==> src/rtl/brr_pkg.sv <==
package brr_pkg;
    typedef enum logic {
        MODE_FCC = 1'b0,
        MODE_REG = 1'b1
    } mode_e;

    typedef enum logic {
        ST_IDLE   = 1'b0,
        ST_RESULT = 1'b1
    } state_e;

    // compare outcome code points; the float mask is indexed by them
    localparam logic [1:0] FCC_EQ = 2'd0;
    localparam logic [1:0] FCC_LT = 2'd1;
    localparam logic [1:0] FCC_GT = 2'd2;
    localparam logic [1:0] FCC_UO = 2'd3;

    localparam logic [3:0] FMASK_NEVER  = 4'b0000;
    localparam logic [3:0] FMASK_ALWAYS = 4'b1111;
endpackage

==> src/rtl/brr_fcc_eval.sv <==
module brr_fcc_eval
    import brr_pkg::*;
(
    input  logic [1:0] fcc,
    input  logic [3:0] fmask,
    output logic       taken,
    output logic       strobe
);
    always_comb begin
        unique case (fcc)
            FCC_EQ:  taken = fmask[0];
            FCC_LT:  taken = fmask[1];
            FCC_GT:  taken = fmask[2];
            default: taken = fmask[3];
        endcase
        strobe = (fmask != FMASK_NEVER);
    end
endmodule

==> src/rtl/brr_reg_eval.sv <==
module brr_reg_eval #(
    parameter int REG_W = 32
) (
    input  logic [REG_W-1:0] rval,
    input  logic [2:0]       rcond,
    output logic             taken
);
    logic is_zero;
    logic is_neg;

    assign is_zero = (rval == '0);
    assign is_neg  = rval[REG_W-1];

    always_comb begin
        unique case (rcond)
            3'd1:    taken = is_zero;
            3'd2:    taken = is_zero | is_neg;
            3'd3:    taken = is_neg;
            3'd5:    taken = !is_zero;
            3'd6:    taken = !is_zero && !is_neg;
            3'd7:    taken = !is_neg;
            default: taken = 1'b0;  // codes 0 and 4 reserved
        endcase
    end
endmodule

==> src/rtl/brr_target.sv <==
module brr_target #(
    parameter int PC_W   = 32,
    parameter int DISP_W = 22
) (
    input  logic [PC_W-1:0]   pc,
    input  logic [DISP_W-1:0] disp,
    input  logic              taken,
    output logic [PC_W-1:0]   next_pc
);
    localparam int WORD_SHIFT = 2;
    localparam logic [PC_W-1:0] SEQ_STEP = PC_W'(8);

    logic [PC_W-1:0] offset;

    generate
        if (DISP_W >= PC_W) begin : g_trunc
            assign offset = disp[PC_W-1:0] << WORD_SHIFT;
        end else begin : g_sext
            assign offset = {{(PC_W-DISP_W){disp[DISP_W-1]}}, disp} << WORD_SHIFT;
        end
    endgenerate

    assign next_pc = taken ? (pc + offset) : (pc + SEQ_STEP);
endmodule

==> src/rtl/branch_resolver.sv <==
module branch_resolver
    import brr_pkg::*;
#(
    parameter int PC_W   = 32,
    parameter int REG_W  = 32,
    parameter int DISP_W = 22
) (
    input  logic              clk,
    input  logic              rst_n,
    input  logic              in_valid,
    input  logic              in_mode,
    input  logic [1:0]        in_fcc,
    input  logic [3:0]        in_fcond,
    input  logic [REG_W-1:0]  in_rval,
    input  logic [2:0]        in_rcond,
    input  logic [PC_W-1:0]   in_pc,
    input  logic [DISP_W-1:0] in_disp,
    input  logic              in_pred_taken,
    output logic              res_valid,
    output logic              res_taken,
    output logic [PC_W-1:0]   res_next_pc,
    output logic              res_mispredict,
    output logic              res_bp_update
);
    state_e          state_q, state_d;
    logic            f_taken, f_strobe, r_taken;
    logic            taken_now, strobe_now;
    logic [PC_W-1:0] npc_now;
    logic            taken_q, mis_q, upd_q;
    logic [PC_W-1:0] npc_q;

    brr_fcc_eval u_fcc (
        .fcc    (in_fcc),
        .fmask  (in_fcond),
        .taken  (f_taken),
        .strobe (f_strobe)
    );

    brr_reg_eval #(.REG_W(REG_W)) u_reg (
        .rval  (in_rval),
        .rcond (in_rcond),
        .taken (r_taken)
    );

    assign taken_now  = (in_mode == MODE_REG) ? r_taken : f_taken;
    assign strobe_now = (in_mode == MODE_REG) ? 1'b1    : f_strobe;

    brr_target #(.PC_W(PC_W), .DISP_W(DISP_W)) u_tgt (
        .pc      (in_pc),
        .disp    (in_disp),
        .taken   (taken_now),
        .next_pc (npc_now)
    );

    // transitions: GO_RESULT, STAY_RESULT, GO_IDLE
    always_comb begin
        unique case (state_q)
            ST_IDLE:   state_d = in_valid ? ST_RESULT : ST_IDLE;
            ST_RESULT: state_d = in_valid ? ST_RESULT : ST_IDLE;
            default:   state_d = ST_IDLE;
        endcase
    end

    always_ff @(posedge clk) begin
        if (!rst_n) state_q <= ST_IDLE;
        else        state_q <= state_d;
    end

    always_ff @(posedge clk) begin
        if (!rst_n) begin
            taken_q <= 1'b0;
            mis_q   <= 1'b0;
            upd_q   <= 1'b0;
            npc_q   <= '0;
        end else if (in_valid) begin
            taken_q <= taken_now;
            mis_q   <= taken_now ^ in_pred_taken;
            upd_q   <= strobe_now;
            npc_q   <= npc_now;
        end
    end

    always_comb begin
        res_valid      = (state_q == ST_RESULT);
        res_taken      = res_valid & taken_q;
        res_mispredict = res_valid & mis_q;
        res_bp_update  = res_valid & upd_q;
        res_next_pc    = npc_q;
    end

    AST_VALID_LATENCY: assert property (@(posedge clk) disable iff (!rst_n)
        in_valid |=> res_valid);
    AST_IDLE_QUIET: assert property (@(posedge clk) disable iff (!rst_n)
        !res_valid |-> (!res_taken && !res_mispredict && !res_bp_update));
    AST_NEVER_NO_STROBE: assert property (@(posedge clk) disable iff (!rst_n)
        (in_valid && in_mode == MODE_FCC && in_fcond == FMASK_NEVER) |=> (!res_bp_update && !res_taken));
    AST_REG_STROBE: assert property (@(posedge clk) disable iff (!rst_n)
        (in_valid && in_mode == MODE_REG) |=> res_bp_update);
    AST_ALWAYS_TAKEN: assert property (@(posedge clk) disable iff (!rst_n)
        (in_valid && in_mode == MODE_FCC && in_fcond == FMASK_ALWAYS) |=> res_taken);
    AST_RSVD_NOT_TAKEN: assert property (@(posedge clk) disable iff (!rst_n)
        (in_valid && in_mode == MODE_REG && (in_rcond == 3'd0 || in_rcond == 3'd4)) |=> !res_taken);
    AST_FALLTHRU_PC: assert property (@(posedge clk) disable iff (!rst_n)
        in_valid |=> (res_taken || res_next_pc == $past(in_pc) + PC_W'(8)));
    AST_MISPREDICT: assert property (@(posedge clk) disable iff (!rst_n)
        in_valid |=> (res_mispredict == (res_taken != $past(in_pred_taken))));
endmodule

==> config.mk <==
export PLATFORM = sky130hd
export DESIGN_NAME = branch_resolver
export DESIGN_NICKNAME = d
export VERILOG_FILES = /design/src/rtl/brr_pkg.sv /design/src/rtl/brr_fcc_eval.sv /design/src/rtl/brr_reg_eval.sv /design/src/rtl/brr_target.sv /design/src/rtl/branch_resolver.sv
export SDC_FILE = /design/constraint.sdc
export NUM_CORES = 1
export LEC_CHECK = 0
export BUFFER_PORTS_ARGS = -buffer_cell sky130_fd_sc_hd__buf_2
export CAP_MARGIN = 20
export CORE_MARGIN = 8
export CORE_UTILIZATION = 51
export CTS_CLUSTER_DIAMETER = 60
export CTS_CLUSTER_SIZE = 20
export DETAILED_ROUTE_END_ITERATION = 16
export PLACE_DENSITY = 0.93
export RECOVER_POWER = 50
export SLEW_MARGIN = 20
export SYNTH_ARGS = -nofsm -noshare
export SYNTH_HDL_FRONTEND = slang
export SYNTH_SLANG_ARGS = --single-unit
==> constraint.sdc <==
create_clock -name clk -period 2.6 [get_ports clk]
set_input_delay 0.13 -clock clk [delete_from_list [all_inputs] [get_ports clk]]
set_output_delay 0.13 -clock clk [all_outputs]
set_load 0.05 [all_outputs]
==> impl_metrics.yaml, run 1 <==
outcome:
  run_status: "finished clean"
sta:
  period_minus_slack_ns: 2.37
  setup-violations-final: 0
  final_max_tran_viols: 0
  worst_slew_pin_slew_ns: 0.986
  relSlewSlack_pct: 34.3
  setup_repair_after_global_routing_missed_its_margin: "false"
  holdWs_ns: 0.0805
  timing.final.hold_violations: 0
  final.setup.worst_slack_ns: 0.235
  totalNegativeSetupSlack_ns: 0
  period_share_pct: 91.0
  highest_achievable_clock_rate_mhz: 423
  timing.clock.skew_ns: 0
route:
  detail_route.iter0.violations: 237
  tritonroute_pass_1_iters: 5
  route.final.wire_length_mm: 12.3
  drcViolationCount: 0
  wl_per_cell_um: 17.3
  final_antenna_net_count: 0
  dr_total_vias: 4158
  avgViaCountPerCell: 5.86
logic_synthesis:
  synthCells: 475
  synth_seq_cells: 36
  part_of_the_yosys_area_used_for_sequential_elements_pct: 20.1
  yosys_warnings: 0
  async_reset_ff_share_pct: 0
  mappedNetlistNets: 606
  number_of_synthesized_flops_with_an_enable_pin: 0
  synthesis.area_per_instance_um2: 7.55
  postSynth.topFlopCell: "sky130_fd_sc_hd__dfxtp_1"
  cell_area_after_synthesis_um2: 3590
  synth.distinct_cells: 55
floorplanning:
  initial_core_util_pct: 52.8
  die_area_um2: 9970
  top_level_ports: 136
  die_w_um: 99.9
  die_height_um: 99.9
  core.rowCount: 30
  core_um2: 6790
setup_path:
  critical_path_required_ns: 2.77
  worst-endpoint-arrival_ns: 2.53
  crit_path_end_kind: "register"
  crit_chain: "buf_2, ha_1, fa_1, a211oi_1, o21a_1, a221o_1, nand4_2, a41oi_1, o21ai_0, a21oi_1, xor2_1, o21ai_0"
  worst_path_largest_cell_delay_ns: 0.39
  critical-path-slowest-cell: "sky130_fd_sc_hd__fa_1"
  crit_top_cell: "sky130_fd_sc_hd__o21ai_0"
  worstPathMaxFanout: 2
  worstSetupPathType: "in2reg"
  critical_path_buf_inv_count: 1
  critical_path.top_delay_family: "compound AO/OA/AOI/OAI gates"
  timing.critical_path.from_type: "primary input"
clocking:
  clock_tree.htree_level_count: 2
  number_of_buffers_created_by_cts: 5
  clk_latency_ns: 0.29
  ctsHoldBuffers: 0
  clk_root_buffer_cell: "sky130_fd_sc_hd__clkbuf_8"
  post_cts_resize_count: 0
  post-cts-setup-buffers: 0
  maximum_clock_path_buffer_count: 2
  path_clk_slew_ns: 0.07
  cts_tree: "done"
  clkSinkCount: 36
pwr:
  leak_pwr_nw: 2.03
  peakVddDrop_mv: 0.195
  power_density_nw_per_um2: 473
  fin_total_pwr_mw: 2.12
placement:
  placedCellCount: 701
  hpwl_after_detailed_placement_mm: 10.3
  placement.setup.worst_slack_ns: -0.0267
  place.port_buffers: 135
  dpl_cell_area_um2: 4410
  gpl.final_weighted_congestion: 0.978
cells_and_area:
  fin_cells: 709
  final_util_pct: 65.9
  filler_cell_count: 628
  final_common_cell: "sky130_fd_sc_hd__buf_2"
  post_route_cells_drive_above_1_share_pct: 21.7
  syn2layout_area_growth_pct: 24.8
  most-common-layout-cells: "sky130_fd_sc_hd__buf_2 (103), sky130_fd_sc_hd__nor2_1 (48), sky130_fd_sc_hd__nand2_1 (46)"
  diodes_inserted: 0
  multi_input_gate_area_um2: 2730
  finalInstanceArea_um2: 4480
  area.sequential_um2: 721
  nNetsFinal: 743
global_routing:
  grtUsageTotal_pct: 23.9
  grt_antenna_before_repair: 0
  grt.overflow.total: 0
  vias_in_the_first_global_route: 4051
  grt_start_max_net_pins: 35
  grt_pass1_wl_mm: 19.6
worst_hold_path:
  hold_class: "in2reg"
job:
  max_cap_violations: 0
## flip-flops by register name, summed over array words and instances (netlist names)
signal,count
res_next_pc,32
mis_q,1
upd_q,1
taken_q,1
res_valid,1
## power breakdown
group	switching [mW]	internal [mW]
combinational	0.641	0.346
sequential	0.0329	0.607
clock	0.205	0.285
total	0.879	1.24
## path summary, 6_finish.rpt
| path | cells after the start | from | end | slack (ns) |
|---|---|---|---|---|
| setup / recovery | 12 | in_pc[2] | res_next_pc[28]$_SDFFE_PN0P_ | 0.23 |
| hold reg to reg | 2 | res_next_pc[9]$_SDFFE_PN0P_ | res_next_pc[9]$_SDFFE_PN0P_ | 0.46 |
| hold / removal | 3 | in_pc[0] | res_next_pc[0]$_SDFFE_PN0P_ | 0.08 |
| setup reg to reg | 3 | res_next_pc[22]$_SDFFE_PN0P_ | res_next_pc[22]$_SDFFE_PN0P_ | 1.78 |
## Yosys cell counts (all sizes together) (4+ instances only)
cell type  count  area (µm²)
nor4          10        62.6
a21oi         44         220
dfxtp         36         721
nand2         48         185
a211oi         9        67.6
xor2          31         272
xnor2         22         193
clkbuf         8        30.0
and2           8        50.1
ha            30         375
nand4         16         106
inv           14        52.6
nor3           5        25.0
nand3         13        65.1
and3           5        31.3
o21ai         31         155
nor2          48         180
mux2i         12         120
a31oi         12        90.1
a22oi          6        45.0
o211ai         4        35.0
a21o          17         129
buf           10        48.8
nor2b          6        37.5
## metal layers
metal  GRT usage [%]  part of all wire, %
met1            29.3                   42
met2            39.8                   46
met3            5.33                  9.8
met4            8.85                  2.4
met5               0                    0
## cells by family (layout without fill, tap and decap cells)
kind of cell | count (synthesis) | after routing | synth area share [%]
simple gates | 167 | 167 | 22.5
compound gates | 143 | 143 | 25.8
xor+xnor | 53 | 53 | 12.9
flops | 36 | 36 | 20.1
buf+inv | 32 | 170 | 3.66
fa+ha+maj | 31 | 31 | 11.0
mux | 13 | 13 | 3.98
## layout make-up
| type | count | area share (%) |
|---|---|---|
| Multi-Input combinational cell | 407 | 61.1 |
| Tap cell | 96 | 2.68 |
| Clock buffer | 6 | 1.62 |
| Timing Repair Buffer | 148 | 16.6 |
| Clock inverter | 2 | 0.783 |
| Sequential cell | 36 | 16.1 |
| Inverter | 14 | 1.17 |
## tightest hold or removal path, stage by stage
cell	delay, ns
sky130_fd_sc_hd__buf_2	0.08
sky130_fd_sc_hd__mux2i_1	0.06
sky130_fd_sc_hd__nor2_1	0.07
No activity file was read; power rests on OpenSTA's default activity.
==> run 2: changes to the inputs <==
- CORE_MARGIN: 8 -> 4
==> impl_metrics.yaml, run 2 (synthesized netlist as in run 1, its figures left out) <==
outcome:
  run_status: "finished clean"
setup_path:
  crit-reg2reg-launch: "res_next_pc[31]$_SDFFE_PN0P_"
  worstSetupPathType: "in2reg"
  timing.critical_path.from: "in_pc[5]"
  worstPathMaxFanout: 5
  critical_path_required_ns: 2.80
  timing.critical_path.from_type: "primary input"
  worst-endpoint-arrival_ns: 2.54
  crit_path_end_kind: "register"
placement:
  placedCellCount: 702
  gpl.final_weighted_congestion: 0.941
  placement.setup.worst_slack_ns: -0.0546
  place.port_buffers: 135
  dpl_cell_area_um2: 4420
  hpwl_after_detailed_placement_mm: 9.43
clocking:
  post-cts-setup-buffers: 0
  clkSinkCount: 36
  clk_latency_ns: 0.29
  clock_tree.htree_level_count: 2
  cts_tree: "done"
  path_clk_slew_ns: 0.07
  clk_root_buffer_cell: "sky130_fd_sc_hd__clkbuf_8"
  number_of_buffers_created_by_cts: 5
  maximum_clock_path_buffer_count: 2
sta:
  final_max_tran_viols: 0
  period_share_pct: 89.9
  timing.final.hold_violations: 0
  timing.clock.skew_ns: 0
  holdWs_ns: 0.0772
  setup_repair_after_global_routing_missed_its_margin: "false"
  worst_slew_pin_slew_ns: 1.04
  period_minus_slack_ns: 2.34
  final.setup.worst_slack_ns: 0.262
  highest_achievable_clock_rate_mhz: 428
  relSlewSlack_pct: 30.5
  setup-violations-final: 0
  totalNegativeSetupSlack_ns: 0
cells_and_area:
  final_util_pct: 66.2
  filler_cell_count: 616
  flip_flop_count_of_the_largest_register_after_layout: 32
  finalInstanceArea_um2: 4490
  most-common-layout-cells: "sky130_fd_sc_hd__buf_2 (102), sky130_fd_sc_hd__nor2_1 (48), sky130_fd_sc_hd__nand2_1 (46)"
  syn2layout_area_growth_pct: 25.3
  diodes_inserted: 0
  fin_cells: 710
  post_route_cells_drive_above_1_share_pct: 22.0
  final_common_cell: "sky130_fd_sc_hd__buf_2"
  nNetsFinal: 744
pwr:
  leak_pwr_nw: 2.03
  peakVddDrop_mv: 0.227
  fin_total_pwr_mw: 2.12
  power_density_nw_per_um2: 471
floorplanning:
  die_height_um: 91.9
  core.rowCount: 30
  die_area_um2: 8440
  core_um2: 6790
  top_level_ports: 136
  initial_core_util_pct: 52.8
  die_w_um: 91.9
global_routing:
  vias_in_the_first_global_route: 3917
  grtUsageTotal_pct: 26.4
  grt_start_max_net_pins: 37
  grt_pass1_wl_mm: 18.3
  grt.overflow.total: 0
  grt_antenna_before_repair: 0
route:
  drcViolationCount: 0
  route.final.wire_length_mm: 11.5
  final_antenna_net_count: 0
  wl_per_cell_um: 16.2
  avgViaCountPerCell: 5.86
  dr_total_vias: 4158
  detail_route.iter0.violations: 267
  tritonroute_pass_1_iters: 5
job:
  max_cap_violations: 0
worst_hold_path:
  hold_class: "in2reg"
  hold_sp: "in_pc[1]"
[run 2: routing by layer]
layer  wire length [µm]  share of wire (%)  up-vias  track usage [%]
met4                376                3.3        0             11.8
met1               4620                 40     1867             32.0
met3               1160                 10       34             6.32
li1                   -                  -     2023                -
met5                  0                  0        -                0
met2               5330                 46      234             44.2
[run 2: worst paths after layout]
| check | end | slack [ns] | cells past startpoint |
|---|---|---|---|
| max | res_next_pc[27]$_SDFFE_PN0P_ | 0.26 | 12 |
| min | res_next_pc[1]$_SDFFE_PN0P_ | 0.08 | 3 |
| max reg2reg | res_next_pc[31]$_SDFFE_PN0P_ | 1.79 | 2 |
| min reg2reg | res_next_pc[16]$_SDFFE_PN0P_ | 0.47 | 2 |
[run 2: report_power, final]
| part | internal, mW | switching (mW) | total (mW) |
|---|---|---|---|
| logic | 0.348 | 0.637 | 0.985 |
| clock network | 0.284 | 0.211 | 0.494 |
| registers | 0.607 | 0.0320 | 0.639 |
[run 2: final cells by class]
type | instances | area (µm²) | share of cell area (%)
Clock buffer | 5 | 68.8 | 1.53
Clock inverter | 3 | 42.5 | 0.947
Inverter | 14 | 52.6 | 1.17
Multi-Input combinational cell | 407 | 2740 | 61.0
Sequential cell | 36 | 721 | 16.0
Tap cell | 96 | 120 | 2.67
Timing Repair Buffer | 149 | 748 | 16.6
[run 2: timing repair]
item	4_1_cts	5_1_grt
hold buffers	0	0
setup endpoints to repair	0	1
resized for setup	0	1
[run 2: worst max-delay path: stages]
cell	delay, ns
sky130_fd_sc_hd__buf_2	0.13
sky130_fd_sc_hd__ha_1	0.33
sky130_fd_sc_hd__a21o_1	0.18
sky130_fd_sc_hd__a21oi_1	0.23
sky130_fd_sc_hd__a21oi_1	0.13
sky130_fd_sc_hd__o211a_1	0.24
sky130_fd_sc_hd__o21ai_1	0.28
sky130_fd_sc_hd__o311ai_1	0.15
sky130_fd_sc_hd__buf_4	0.16
sky130_fd_sc_hd__xor2_1	0.20
sky130_fd_sc_hd__mux2i_1	0.12
sky130_fd_sc_hd__a211oi_1	0.24
==> run 3: changes to the inputs <==
- CELL_PAD_IN_SITES_DETAIL_PLACEMENT: default -> 1
- CELL_PAD_IN_SITES_GLOBAL_PLACEMENT: default -> 1
- CORE_MARGIN: 4 -> default
- CORE_UTILIZATION: 51 -> 35
- CTS_BUF_LIST: default -> sky130_fd_sc_hd__clkbuf_16
- PLACE_DENSITY: 0.93 -> 0.91
==> impl_metrics.yaml, run 3 (synthesized netlist as in run 1, its figures left out) <==
outcome:
  run_status: "finished clean"
floorplanning:
  initial_core_util_pct: 36.4
  core.rowCount: 36
  die_area_um2: 10700
  die_w_um: 103
  core_um2: 9860
  top_level_ports: 136
  die_height_um: 103
setup_path:
  timing.critical_path.from_type: "primary input"
  r2r.worst_path.cells: 3
  worstPathMaxFanout: 2
  worst-endpoint-arrival_ns: 2.60
  crit_path_end_kind: "register"
  worstSetupPathType: "in2reg"
  critical_path_required_ns: 2.75
sta:
  setup-violations-final: 0
  totalNegativeSetupSlack_ns: 0
  highest_achievable_clock_rate_mhz: 408
  worst_slew_pin_slew_ns: 1.08
  final_max_tran_viols: 0
  period_minus_slack_ns: 2.45
  final.setup.worst_slack_ns: 0.147
  period_share_pct: 94.4
  setup_repair_after_global_routing_missed_its_margin: "false"
  relSlewSlack_pct: 27.9
  timing.final.hold_violations: 0
  timing.clock.skew_ns: 0
route:
  dr_total_vias: 4206
  drcViolationCount: 0
  detail_route.iter0.violations: 174
  avgViaCountPerCell: 5.60
  wl_per_cell_um: 18.0
  tritonroute_pass_1_iters: 4
  route.final.wire_length_mm: 13.5
  final_antenna_net_count: 0
global_routing:
  grtUsageTotal_pct: 25.2
  vias_in_the_first_global_route: 4392
  grt_pass1_wl_mm: 20.8
  grt_antenna_before_repair: 0
  grt.overflow.total: 0
  grt_start_max_net_pins: 24
pwr:
  power_density_nw_per_um2: 508
  fin_total_pwr_mw: 2.34
  peakVddDrop_mv: 0.243
  leak_pwr_nw: 2.08
cells_and_area:
  post_route_cells_drive_above_1_share_pct: 22.3
  most-common-layout-cells: "sky130_fd_sc_hd__buf_2 (102), sky130_fd_sc_hd__nor2_1 (48), sky130_fd_sc_hd__nand2_1 (46)"
  syn2layout_area_growth_pct: 28.6
  filler_cell_count: 1300
  fin_cells: 751
  final_common_cell: "sky130_fd_sc_hd__buf_2"
  finalInstanceArea_um2: 4610
  nNetsFinal: 748
  multi_input_gate_area_um2: 2740
  area.sequential_um2: 721
  flip_flop_count_of_the_largest_register_after_layout: 32
  diodes_inserted: 0
placement:
  place.port_buffers: 135
  hpwl_after_detailed_placement_mm: 10.6
  dpl_cell_area_um2: 4480
  placement.setup.worst_slack_ns: -0.106
  placedCellCount: 743
  gpl.final_weighted_congestion: 0.917
clocking:
  post_cts_resize_count: 0
  cts_tree: "done"
  number_of_buffers_created_by_cts: 5
  maximum_clock_path_buffer_count: 2
  post-cts-setup-buffers: 0
  path_clk_slew_ns: 0.06
  clk_root_buffer_cell: "sky130_fd_sc_hd__clkbuf_16"
  clock_tree.htree_level_count: 2
  clk_latency_ns: 0.28
  clkSinkCount: 36
  ctsHoldBuffers: 0
worst_hold_path:
  worstHoldPathCells: 3
  hold_class: "in2reg"
job:
  max_cap_violations: 0
## run 3: cell types whose count changed in the layout (fill, tap and decap cells not counted)
cell	change
sky130_fd_sc_hd__buf_12	-1
sky130_fd_sc_hd__clkinvlp_4	-1
sky130_fd_sc_hd__inv_1	+1
sky130_fd_sc_hd__buf_4	+5
sky130_fd_sc_hd__clkbuf_8	-5
sky130_fd_sc_hd__clkbuf_16	+5
## run 3: path summary, 6_finish.rpt
path	startpoint	to	slack, ns
setup / recovery	in_pc[2]	res_next_pc[28]$_SDFFE_PN0P_	0.15
hold reg to reg	mis_q$_SDFFE_PN0P_	mis_q$_SDFFE_PN0P_	0.48
hold / removal	in_pc[0]	res_next_pc[0]$_SDFFE_PN0P_	0.09
setup reg to reg	res_next_pc[22]$_SDFFE_PN0P_	res_next_pc[22]$_SDFFE_PN0P_	1.69
## run 3: stage by stage
stage	hold WS, ns	util (%)
floorplan	0.266	-
global placement	0.365	45.5
detailed placement	0.395	45.5
CTS	0.0899	47.1
global route	0.102	46.7
finish	0.0902	46.7
## run 3: final cells by class
class,count,area share [%]
Clock buffer,5,2.71
Tap cell,133,3.61
Timing Repair Buffer,153,16.6
Clock inverter,3,0.841
Multi-Input combinational cell,407,59.5
Inverter,14,1.14
Sequential cell,36,15.6
## run 3: power by group
part / total (mW) / switching, mW / internal [mW]
Clock: 0.704 / 0.256 / 0.448
Combinational: 1.00 / 0.652 / 0.348
Sequential: 0.641 / 0.0334 / 0.608
## run 3: worst max-delay path: stages
cell and delay (ns):
sky130_fd_sc_hd__buf_2 0.11, sky130_fd_sc_hd__ha_1 0.23, sky130_fd_sc_hd__fa_1 0.41, sky130_fd_sc_hd__a211oi_1 0.27, sky130_fd_sc_hd__o21a_1 0.19, sky130_fd_sc_hd__a221o_1 0.20
sky130_fd_sc_hd__nand4_2 0.14, sky130_fd_sc_hd__a41oi_2 0.26, sky130_fd_sc_hd__o21ai_0 0.15, sky130_fd_sc_hd__a21oi_1 0.21, sky130_fd_sc_hd__xor2_1 0.18, sky130_fd_sc_hd__o21ai_0 0.12
## run 3: metal layers
metal | routed length, µm | GRT usage [%]
met1 | 5640 | 28.5
met3 | 681 | 3.16
met4 | 452 | 10.5
met5 | 0 | 0
met2 | 6740 | 47.5
